### config.mk
export PLATFORM = sky130hd
export DESIGN_NAME = rx_vol_atten
export DESIGN_NICKNAME = d
export VERILOG_FILES = /design/src/rtl/vol_pkg.sv /design/src/rtl/vol_const_mul.sv /design/src/rtl/vol_round.sv /design/src/rtl/rx_vol_atten.sv
export SDC_FILE = /design/constraint.sdc
export NUM_CORES = 1
export LEC_CHECK = 0
export ABC_AREA = 1
export BUFFER_PORTS_ARGS = -buffer_cell sky130_fd_sc_hd__buf_2
export CORE_AREA = 5 5 284 286
export DETAILED_ROUTE_END_ITERATION = 7
export DIE_AREA = 0 0 289 291
export GPL_ROUTABILITY_DRIVEN = 0
export SYNTH_ARGS = -nofsm -noshare
export SYNTH_HDL_FRONTEND = slang
export SYNTH_HIERARCHICAL = 1
export SYNTH_SLANG_ARGS = --single-unit
### constraint.sdc
create_clock -name clk_i -period 1.9 [get_ports clk_i]
set_input_delay 0.475 -clock clk_i [delete_from_list [all_inputs] [get_ports clk_i]]
set_output_delay 0.475 -clock clk_i [all_outputs]
set_load 0.02 [all_outputs]
### src/rtl/vol_pkg.sv
package vol_pkg;
  localparam int SAMPLE_W = 13;
  localparam int CODE_W   = 3;
  localparam int LEVELS   = 1 << CODE_W;
  localparam int FRAC_W   = 16;
  localparam int COEF_W   = FRAC_W + 1;
  localparam int PROD_W   = SAMPLE_W + COEF_W;

  // round(10^(-3k/20) * 2^16), each within 0.01 dB of the nominal step
  function automatic int unsigned step_coef(input int k);
    case (k)
      0:       return 65536;
      1:       return 46396;
      2:       return 32846;
      3:       return 23253;
      4:       return 16462;
      5:       return 11654;
      6:       return 8250;
      7:       return 5841;
      default: return 0;
    endcase
  endfunction
endpackage

### src/rtl/vol_const_mul.sv
module vol_const_mul #(
  parameter int          MAG_W  = 13,
  parameter int          COEF_W = 17,
  parameter int unsigned COEF   = 0,
  localparam int         PROD_W = MAG_W + COEF_W
) (
  input  logic [MAG_W-1:0]  mag_i,
  output logic [PROD_W-1:0] prod_o
);
  localparam logic [COEF_W-1:0] C = COEF_W'(COEF);

  logic [PROD_W-1:0] pp [COEF_W];

  for (genvar b = 0; b < COEF_W; b++) begin : g_pp
    if (C[b]) begin : g_on
      assign pp[b] = PROD_W'(mag_i) << b;
    end else begin : g_off
      assign pp[b] = '0;
    end
  end

  always_comb begin
    prod_o = '0;
    for (int b = 0; b < COEF_W; b++) prod_o = prod_o + pp[b];
  end
endmodule

### src/rtl/vol_round.sv
module vol_round #(
  parameter int PROD_W   = 30,
  parameter int FRAC_W   = 16,
  parameter int SAMPLE_W = 13
) (
  input  logic                neg_i,
  input  logic [PROD_W-1:0]   prod_i,
  output logic [SAMPLE_W-1:0] sample_o
);
  localparam logic [PROD_W-1:0] HALF = PROD_W'(1) << (FRAC_W - 1);

  logic [PROD_W-1:0]   biased;
  logic [SAMPLE_W-1:0] mag;

  // round half away from zero on the magnitude, then restore the sign
  assign biased   = prod_i + HALF;
  assign mag      = biased[FRAC_W +: SAMPLE_W];
  assign sample_o = neg_i ? SAMPLE_W'(-mag) : mag;
endmodule

### src/rtl/rx_vol_atten.sv
module rx_vol_atten
  import vol_pkg::*;
(
  input  logic                clk_i,
  input  logic                rst_ni,
  input  logic                valid_i,
  input  logic [SAMPLE_W-1:0] sample_i,
  input  logic [CODE_W-1:0]   code_i,
  output logic                valid_o,
  output logic [SAMPLE_W-1:0] sample_o
);
  logic                neg;
  logic [SAMPLE_W-1:0] mag;
  logic [PROD_W-1:0]   prod [LEVELS];
  logic [SAMPLE_W-1:0] scaled;

  assign neg = sample_i[SAMPLE_W-1];
  // -(-4096) is 4096, which still fits as an unsigned 13-bit magnitude
  assign mag = neg ? SAMPLE_W'(-sample_i) : sample_i;

  for (genvar k = 0; k < LEVELS; k++) begin : g_lvl
    vol_const_mul #(
      .MAG_W (SAMPLE_W),
      .COEF_W(COEF_W),
      .COEF  (step_coef(k))
    ) i_mul (
      .mag_i (mag),
      .prod_o(prod[k])
    );
  end

  vol_round #(
    .PROD_W  (PROD_W),
    .FRAC_W  (FRAC_W),
    .SAMPLE_W(SAMPLE_W)
  ) i_round (
    .neg_i   (neg),
    .prod_i  (prod[code_i]),
    .sample_o(scaled)
  );

  always_ff @(posedge clk_i or negedge rst_ni) begin
    if (!rst_ni) begin
      valid_o  <= 1'b0;
      sample_o <= '0;
    end else begin
      valid_o <= valid_i;
      if (valid_i) sample_o <= scaled;
    end
  end
endmodule

==> qor.yml <==
fin_ws_ns: -5.46
worstRegToRegCells: 1
grtUsageMet2_pct: 27.0
yosys_warnings: 6
hold_violations: 0
initial_utilization_pct: 27.2
grt_pass1_wl_um: 107000
fp-row-count: 103
mostFrequentLayoutCells: "nand2_1, inv_1, buf_4"
rsz0062_at_grt: "true"
path_delay_family: "adder cells"
cts_made_buffers: 3
die_h_um: 291
via_count: 21443
worstSkewPairLatency_ns: 0.24
die_x_um: 289
path_class: "in2reg"
die_area_um2: 84100
cts_tree: "done"
worst_pin_slew_ns: 0.622
setup_viol: 13
cts_num_sinks: 14
worstPathRequired_ns: 2.03
met3_usage_pct: 0.869
hp-class: "in2async"
synth_area_um2: 21200
reg2reg_slack_ns: 1.12
max_freq_mhz: 136
path_buf_inv: 11
outcome: "finished with violations"
ios: 33
grt.overflow.total: 0
crit_slowest_cell: "fa_1"
core-area_um2: 78100
clk_pin_slew_ns: 0.05
hpwl_um: 53400
antenna_found_initial: 2
portBuffers: 32
r2r_start: "sample_o[6]$_DFFE_PN0P_"
drt_wl_total_um: 64100
worst_path_most_repeated_cell: "nand2_1"
ant_nets: 0
syn2layout_area_growth_pct: 36.0
grt_usage_pct: 15.2
fin_crit_sh_pct: 387
viasPerCell: 4.40
drc_errors: 0
cts_hold_repair.buffers: 0
drive_above_1_share_pct: 26.1
wl_per_cell_um: 13.2
critPathLaunchType: "input pin"
syn_inst: 3212
fin_skew_ns: 0
nets: 4435
slowest_delay_ns: 0.56
h-tree-depth: 1
slew_headroom_pct: 58.6
syn_avg_cell_area_um2: 6.61
busiest_layer: "met2"
drt_iter0_drc: 1168
final_common_cell: "nand2_1"
firstDrtPassIters: 6
grtUsageMet1_pct: 20.6
drv_slew: 0
r2r-end: "sample_o[6]$_DFFE_PN0P_"
critical_path.max_fanout: 4
drv_cap: 0
critPathCaptureType: "register"
cts_root_buf: "clkbuf_16"
clock_tree.buffer_depth: 2
violations: "setup timing"
min_period_ns: 7.36
arrival_ns: 7.48
grt_pass1_vias: 21367
hold_slack_ns: 0.131
grt_max_degree: 43
flip-flops by register name, indices dropped and copies added, names as in the netlist:
| register | cells |
|---|---|
| sample_o | 13 |
| valid_o | 1 |
stage by stage:
stage	worst slack, ns	cell area, um2	utilization (%)	cells	setup TNS, ns
floorplan	-6.48	21700	-	3215	-82.06
global placement	-6.06	27300	35.0	4826	-76.65
detailed placement	-6.12	27300	35.0	4826	-77.32
CTS	-5.40	28600	36.6	4865	-67.91
global route	-5.88	28900	37.0	4873	-72.94
finish	-5.46	28900	37.0	4873	-68.64
how the worst max path moves through the flow:
stage	startpoint	to	cells after the start
floorplan	sample_i[1]	sample_o[8]$_DFFE_PN0P_	41
CTS	sample_i[0]	sample_o[8]$_DFFE_PN0P_	45
detailed placement	sample_i[1]	sample_o[8]$_DFFE_PN0P_	45
finish	sample_i[5]	sample_o[12]$_DFFE_PN0P_	45
global route	sample_i[6]	sample_o[12]$_DFFE_PN0P_	47
global placement	sample_i[1]	sample_o[11]$_DFFE_PN0P_	46
metal layers:
layer / share of wire, % / wire length [um] / vias to the layer above
met4: 2.3 / 1450 / 2
met5: 0.012 / 8 / -
li1: - / - / 11127
met1: 46 / 29500 / 9862
met2: 48 / 31000 / 357
met3: 3.5 / 2230 / 95
area by class of cell:
type	count	area [um2]
flip-flops and latches	14	350
repair buffers	659	5180
fillers	8348	49200
diodes	1	2.50
clock buffers	3	75.1
multi-input cells	2519	19600
inverters	627	2390
well taps	1050	1310
what timing repair did:
item                                    CTS  global route
buffers inserted                         36             7
resized for setup                       211            65
pin swaps                               153            46
endpoints found under the setup margin   13            13
Power is left out: the tool's default activity adds up to more than one toggle a clock period on the data nets, which glitch-free logic cannot reach.
